### src/rtl/sbmb_pkg.sv
package sbmb_pkg;

    localparam int unsigned WORD_W = 32;
    localparam int unsigned OP_W   = 8;
    localparam int unsigned PORT_W = 8;
    localparam int unsigned BE_W   = 4;
    localparam int unsigned LOW_W  = 8;              // offset bits carried by the command word
    localparam int unsigned HIGH_W = WORD_W - LOW_W; // offset bits carried by the extension register
    localparam int unsigned RSV_W  = 4;              // reserved low bits of the command word

    typedef enum logic [1:0] {
        ST_IDLE = 2'd0,
        ST_SEND = 2'd1,
        ST_WAIT = 2'd2
    } sb_state_e;

    typedef struct packed {
        logic [OP_W-1:0]   opcode;
        logic [PORT_W-1:0] port;
        logic [WORD_W-1:0] offset;
        logic [BE_W-1:0]   be;
        logic [WORD_W-1:0] data;
    } sb_msg_t;

    // cmd_hi is the command word without its reserved low bits
    function automatic sb_msg_t pack_msg(
        input logic [WORD_W-RSV_W-1:0] cmd_hi,
        input logic [HIGH_W-1:0]       ext_hi,
        input logic [WORD_W-1:0]       payload
    );
        sb_msg_t m;
        m.opcode = cmd_hi[WORD_W-RSV_W-1 -: OP_W];
        m.port   = cmd_hi[WORD_W-RSV_W-OP_W-1 -: PORT_W];
        m.offset = {ext_hi, cmd_hi[BE_W +: LOW_W]};
        m.be     = cmd_hi[BE_W-1:0];
        m.data   = payload;
        return m;
    endfunction

endpackage

### src/rtl/sbmb_regs.sv
module sbmb_regs
    import sbmb_pkg::*;
#(
    parameter int unsigned ADDR_W    = 8,
    parameter int unsigned CTRL_ADDR = 'hD0,
    parameter int unsigned DATA_ADDR = 'hD4,
    parameter int unsigned EXT_ADDR  = 'hD8
) (
    input  logic              clk,
    input  logic              rst_n,
    input  logic              host_sel,
    input  logic              host_wr,
    input  logic [ADDR_W-1:0] host_addr,
    input  logic [WORD_W-1:0] host_wdata,
    output logic [WORD_W-1:0] host_rdata,
    input  logic              busy,
    input  logic              rsp_load,
    input  logic [WORD_W-1:0] rsp_data,
    output logic              launch,
    output sb_msg_t           msg_next,
    output logic [WORD_W-1:0] data_o
);

    localparam logic [ADDR_W-1:0] CMD_A = CTRL_ADDR[ADDR_W-1:0];
    localparam logic [ADDR_W-1:0] DAT_A = DATA_ADDR[ADDR_W-1:0];
    localparam logic [ADDR_W-1:0] EXT_A = EXT_ADDR[ADDR_W-1:0];

    typedef struct packed {
        logic [WORD_W-RSV_W-1:0] cmd;
        logic [HIGH_W-1:0]       ext;
        logic [WORD_W-1:0]       data;
    } regs_t;

    regs_t r_d, r_q;
    logic  wr_cmd, wr_dat, wr_ext;

    always_comb begin
        wr_cmd = host_sel && host_wr && (host_addr == CMD_A);
        wr_dat = host_sel && host_wr && (host_addr == DAT_A);
        wr_ext = host_sel && host_wr && (host_addr == EXT_A);
        launch = wr_cmd && !busy;

        r_d = r_q;
        if (launch) begin
            r_d.cmd = host_wdata[WORD_W-1:RSV_W];
        end
        if (wr_ext) begin
            r_d.ext = host_wdata[WORD_W-1:LOW_W];
        end
        if (wr_dat) begin
            r_d.data = host_wdata;
        end
        // a returning response takes precedence over a host data write
        if (rsp_load) begin
            r_d.data = rsp_data;
        end

        msg_next = pack_msg(host_wdata[WORD_W-1:RSV_W], r_q.ext, r_q.data);
    end

    always_ff @(posedge clk) begin
        if (!rst_n) begin
            r_q <= '0;
        end else begin
            r_q <= r_d;
        end
    end

    always_comb begin
        host_rdata = '0;
        if (host_addr == CMD_A) begin
            host_rdata = {r_q.cmd, {RSV_W{1'b0}}};
        end else if (host_addr == DAT_A) begin
            host_rdata = r_q.data;
        end else if (host_addr == EXT_A) begin
            host_rdata = {r_q.ext, {LOW_W{1'b0}}};
        end
    end

    assign data_o = r_q.data;

endmodule

### src/rtl/sbmb_seq.sv
module sbmb_seq
    import sbmb_pkg::*;
#(
    parameter logic [OP_W-1:0] WRITE_OP = 8'h07
) (
    input  logic    clk,
    input  logic    rst_n,
    input  logic    launch,
    input  sb_msg_t msg_next,
    input  logic    msg_ready,
    input  logic    rsp_valid,
    output sb_msg_t msg_q,
    output logic    msg_valid,
    output logic    busy,
    output logic    rsp_load
);

    typedef struct packed {
        sb_state_e st;
        sb_msg_t   msg;
    } seq_t;

    seq_t s_d, s_q;

    always_comb begin
        s_d = s_q;
        unique case (s_q.st)
            ST_IDLE: begin
                if (launch) begin
                    s_d.st  = ST_SEND;
                    s_d.msg = msg_next;
                end
            end
            ST_SEND: begin
                if (msg_ready) begin
                    s_d.st = ST_WAIT;
                end
            end
            ST_WAIT: begin
                if (rsp_valid) begin
                    s_d.st = ST_IDLE;
                end
            end
            default: s_d.st = ST_IDLE;
        endcase
    end

    always_ff @(posedge clk) begin
        if (!rst_n) begin
            s_q <= '{st: ST_IDLE, msg: '0};
        end else begin
            s_q <= s_d;
        end
    end

    assign msg_q     = s_q.msg;
    assign msg_valid = (s_q.st == ST_SEND);
    assign busy      = (s_q.st != ST_IDLE);
    assign rsp_load  = (s_q.st == ST_WAIT) && rsp_valid && (s_q.msg.opcode != WRITE_OP);

endmodule

### src/rtl/sbmb_bridge.sv
module sbmb_bridge
    import sbmb_pkg::*;
#(
    parameter int unsigned     ADDR_W    = 8,
    parameter int unsigned     CTRL_ADDR = 'hD0,
    parameter int unsigned     DATA_ADDR = 'hD4,
    parameter int unsigned     EXT_ADDR  = 'hD8,
    parameter logic [OP_W-1:0] WRITE_OP  = 8'h07
) (
    input  logic              clk,
    input  logic              rst_n,
    input  logic              host_sel,
    input  logic              host_wr,
    input  logic [ADDR_W-1:0] host_addr,
    input  logic [WORD_W-1:0] host_wdata,
    output logic [WORD_W-1:0] host_rdata,
    output logic              busy,
    output logic              msg_valid,
    input  logic              msg_ready,
    output logic [OP_W-1:0]   msg_opcode,
    output logic [PORT_W-1:0] msg_port,
    output logic [WORD_W-1:0] msg_offset,
    output logic [BE_W-1:0]   msg_be,
    output logic [WORD_W-1:0] msg_data,
    input  logic              rsp_valid,
    input  logic [WORD_W-1:0] rsp_data
);

    logic              launch;
    logic              rsp_load;
    sb_msg_t           msg_next;
    sb_msg_t           msg_q;
    logic [WORD_W-1:0] data_q;

    sbmb_regs #(
        .ADDR_W   (ADDR_W),
        .CTRL_ADDR(CTRL_ADDR),
        .DATA_ADDR(DATA_ADDR),
        .EXT_ADDR (EXT_ADDR)
    ) u_regs (
        .clk       (clk),
        .rst_n     (rst_n),
        .host_sel  (host_sel),
        .host_wr   (host_wr),
        .host_addr (host_addr),
        .host_wdata(host_wdata),
        .host_rdata(host_rdata),
        .busy      (busy),
        .rsp_load  (rsp_load),
        .rsp_data  (rsp_data),
        .launch    (launch),
        .msg_next  (msg_next),
        .data_o    (data_q)
    );

    sbmb_seq #(
        .WRITE_OP(WRITE_OP)
    ) u_seq (
        .clk      (clk),
        .rst_n    (rst_n),
        .launch   (launch),
        .msg_next (msg_next),
        .msg_ready(msg_ready),
        .rsp_valid(rsp_valid),
        .msg_q    (msg_q),
        .msg_valid(msg_valid),
        .busy     (busy),
        .rsp_load (rsp_load)
    );

    assign msg_opcode = msg_q.opcode;
    assign msg_port   = msg_q.port;
    assign msg_offset = msg_q.offset;
    assign msg_be     = msg_q.be;
    assign msg_data   = msg_q.data;

endmodule

### config.mk
export PLATFORM = sky130hd
export DESIGN_NAME = sbmb_bridge
export DESIGN_NICKNAME = d
export VERILOG_FILES = /design/src/rtl/sbmb_pkg.sv /design/src/rtl/sbmb_regs.sv /design/src/rtl/sbmb_seq.sv /design/src/rtl/sbmb_bridge.sv
export SDC_FILE = /design/constraint.sdc
export NUM_CORES = 1
export LEC_CHECK = 0
export BUFFER_PORTS_ARGS = -buffer_cell sky130_fd_sc_hd__buf_2
export CORE_MARGIN = 4
export CORE_UTILIZATION = 45
export DETAILED_ROUTE_END_ITERATION = 6
export PLACE_DENSITY = 0.7
export SLEW_MARGIN = 20
export SYNTH_ARGS = -nofsm -noshare
export SYNTH_HDL_FRONTEND = slang
export SYNTH_SLANG_ARGS = --single-unit
### constraint.sdc
create_clock -name clk -period 4.21 [get_ports clk]
set_clock_uncertainty 0.2 [all_clocks]
set_input_delay 0.842 -clock clk [delete_from_list [all_inputs] [get_ports clk]]
set_output_delay 0.842 -clock clk [all_outputs]
set_load 0.01 [all_outputs]
==> results.json <==
{
  "run_status": "finished clean",
  "first_iter_violations": 588,
  "hold_class": "register to register",
  "crit_fanout": 4,
  "drt-pass1-iter-count": 7,
  "ir_drop_mv": 0.295,
  "ctsResizeCount": 0,
  "ys_seq_elements": 142,
  "period_minus_slack_ns": 3.44,
  "holdPathEnd": "u_seq.msg_q[51]",
  "syn_avg_cell_area_um2": 8.55,
  "drt.antenna.violating_nets": 0,
  "worstMarginPinSlew_ns": 1.13,
  "grt_antenna_before_repair": 3,
  "syn_to_final_growth_pct": 14.0,
  "die_h_um": 138,
  "ys_warn_count": 0,
  "setup_viol": 0,
  "synth_top_cell_area_share_pct": 37.4,
  "drv_slew": 0,
  "async_flop_share_pct": 0,
  "worstHoldStart": "u_seq.msg_q[51]",
  "vias": 6846,
  "grt_max_degree": 117,
  "finalCritPeriodShare_pct": 81.7,
  "h-tree-depth": 4,
  "min_path_cells": 2,
  "std_cell_rows": 47,
  "finalNetCount": 1021,
  "synth_edf_count": 0,
  "worstSkewPairLatency_ns": 0.42,
  "rsz0062_at_grt": "no",
  "vias_per_cell": 5.82,
  "initial_core_util_pct": 45.8,
  "ctsLongestPathBuffers": 2,
  "gp_congestion": 0.795,
  "whs_ns": 0.254,
  "first_global_vias": 6617,
  "routed_wl_mm": 24.0,
  "dp_hpwl_mm": 15.5,
  "ff2ff_path_depth": 5,
  "reg2reg_from": "u_seq.s_q[84]",
  "cp.required_ns": 3.17,
  "synth_nets": 966,
  "reg2reg_to": "u_regs.data_o[27]",
  "cts_tree": "built",
  "tns_ns": 0,
  "drt-wirelength-per-cell_um": 20.4,
  "hold_violations": 0,
  "routed.top_layer": "met5",
  "fillers": 1558,
  "cts-buffers-inserted": 17,
  "yosys_most_used_dff": "dfxtp_1",
  "critPathLaunchType": "primary input",
  "relSlewSlack_pct": 24.3,
  "worst_ep_arrival_time_ns": 2.40,
  "drc": 0,
  "cts.sinks": 142,
  "ctsHoldBuffers": 0,
  "yosysTopAreaCell": "dfxtp_1",
  "finalWorstSetupSlack_ns": 0.771,
  "met1_length_mm": 10.7,
  "synth_area_um2": 7600,
  "grt_pass1_wl_mm": 36.8,
  "path_class": "primary input to output pin",
  "synthDistinctLibCells": 34,
  "yosys-top-cells-area": "dfxtp_1 (37%), mux2i_1 (15%), nand2_1 (8.5%)",
  "die_w_um": 138,
  "wl_met3_mm": 1.96,
  "r2r_setup_slack_ns": 1.91,
  "postCtsSetupRepairBufs": 0,
  "endpoint_kind": "output pin",
  "synthMostInstantiatedCell": "nand2_1",
  "synth_top_cells_by_count": "nand2_1 (171), dfxtp_1 (142), mux2i_1 (112)",
  "io_pins": 196,
  "core_area_um2": 16600,
  "finalPower_mw": 3.15,
  "p_leak_nw": 3.26,
  "overflow": 0,
  "cts-root-buf": "clkbuf_16",
  "max_freq_ghz": 0.291,
  "drive_above_1_share_pct": 26.7,
  "port-buffer-count": 195,
  "track_usage_pct": 24.9,
  "ys_seq_area_share_pct": 37.4,
  "clkTransAtPathRegs_ns": 0.06,
  "synth_cells": 888,
  "maxCapViolations": 0,
  "die_area_um2": 19000,
  "p_per_area_nw_per_um2": 364,
  "dp_slack_ns": 0.725,
  "wl_met2_mm": 10.8
}
## cell families (layout without fill, tap and decap cells)
| logic type | Yosys count | after routing | synth area share (%) |
|---|---|---|---|
| AOI/OAI and AO/OA | 171 | 171 | 17.0 |
| other | 0 | 2 | 0 |
| DFF | 142 | 142 | 37.4 |
| buffers and inverters | 181 | 248 | 13.8 |
| muxes | 112 | 112 | 14.8 |
| and+or+nand+nor | 282 | 282 | 17.0 |
## worst max path at each step
stage,from,to,slack [ns],depth (start not counted)
final,host_addr[1],host_rdata[1],0.77,5
after global routing,host_addr[1],host_rdata[2],0.70,5
after CTS,host_addr[2],host_rdata[26],0.75,5
after detailed placement,host_addr[2],host_rdata[26],0.73,5
after global placement,host_addr[1],host_rdata[1],0.75,5
after floorplan,host_addr[1],host_rdata[4],0.92,5
## cell usage in the layout (no fill, tap or decap), drive strengths merged, types with 3 or more instances in the layout
master	synthesis	final
buf	98	216
nand2	171	171
dfxtp	142	142
mux2i	112	112
nand4	56	56
o31ai	56	56
a211oi	33	33
a311oi	32	32
nor2	31	31
a2bb2oi	24	24
a21oi	24	24
clkbuf	82	20
and3	5	5
clkinv	0	5
bufinv	0	4
nand3b	3	3
## through the flow
step	cells	util (%)	area (um2)
3_3_place_gp	1144	48.4	8020
4_1_cts	1175	52.2	8650
6_report	1177	52.2	8660
2_1_floorplan	888	-	7600
5_1_grt	1177	52.2	8660
3_5_place_dp	1144	48.4	8020
## per-layer routing
metal	global-route usage (%)	up-vias
li1	-	3243
met1	34.4	3263
met2	38.3	299
met3	5.59	39
met4	8.45	2
met5	0	-
## sequential cells by signal (all words and copies together) (netlist names)
register and cells:
u_regs.data_o 32, u_seq.msg_q 57, u_seq.s_q 2, u_regs.r_q 27
u_regs.msg_next 24
## worst max-delay path: stages
cell	delay [ns]
buf_2	0.11
or4b_2	0.74
nor2_1	0.37
and3_1	0.21
buf_2	0.13
## power by group
group	leakage, nW	switching, mW	total (mW)	internal, mW
sequential	1.14	0.000595	1.34	1.34
clock	0.308	0.591	1.62	1.03
combinational	1.81	0.131	0.186	0.0544
total	3.26	0.723	3.15	2.43
## area by class of cell
type	count	area [um2]	area share, %
antenna	2	5.00	0.0578
clock buffer	20	467	5.39
clock inverter	11	164	1.89
inverter	1	3.75	0.0433
multi-input combinational	565	3740	43.2
sequential	142	2840	32.8
tap	220	275	3.18
timing repair buffer	216	1160	13.4
Power figures use the tool's default switching activity.
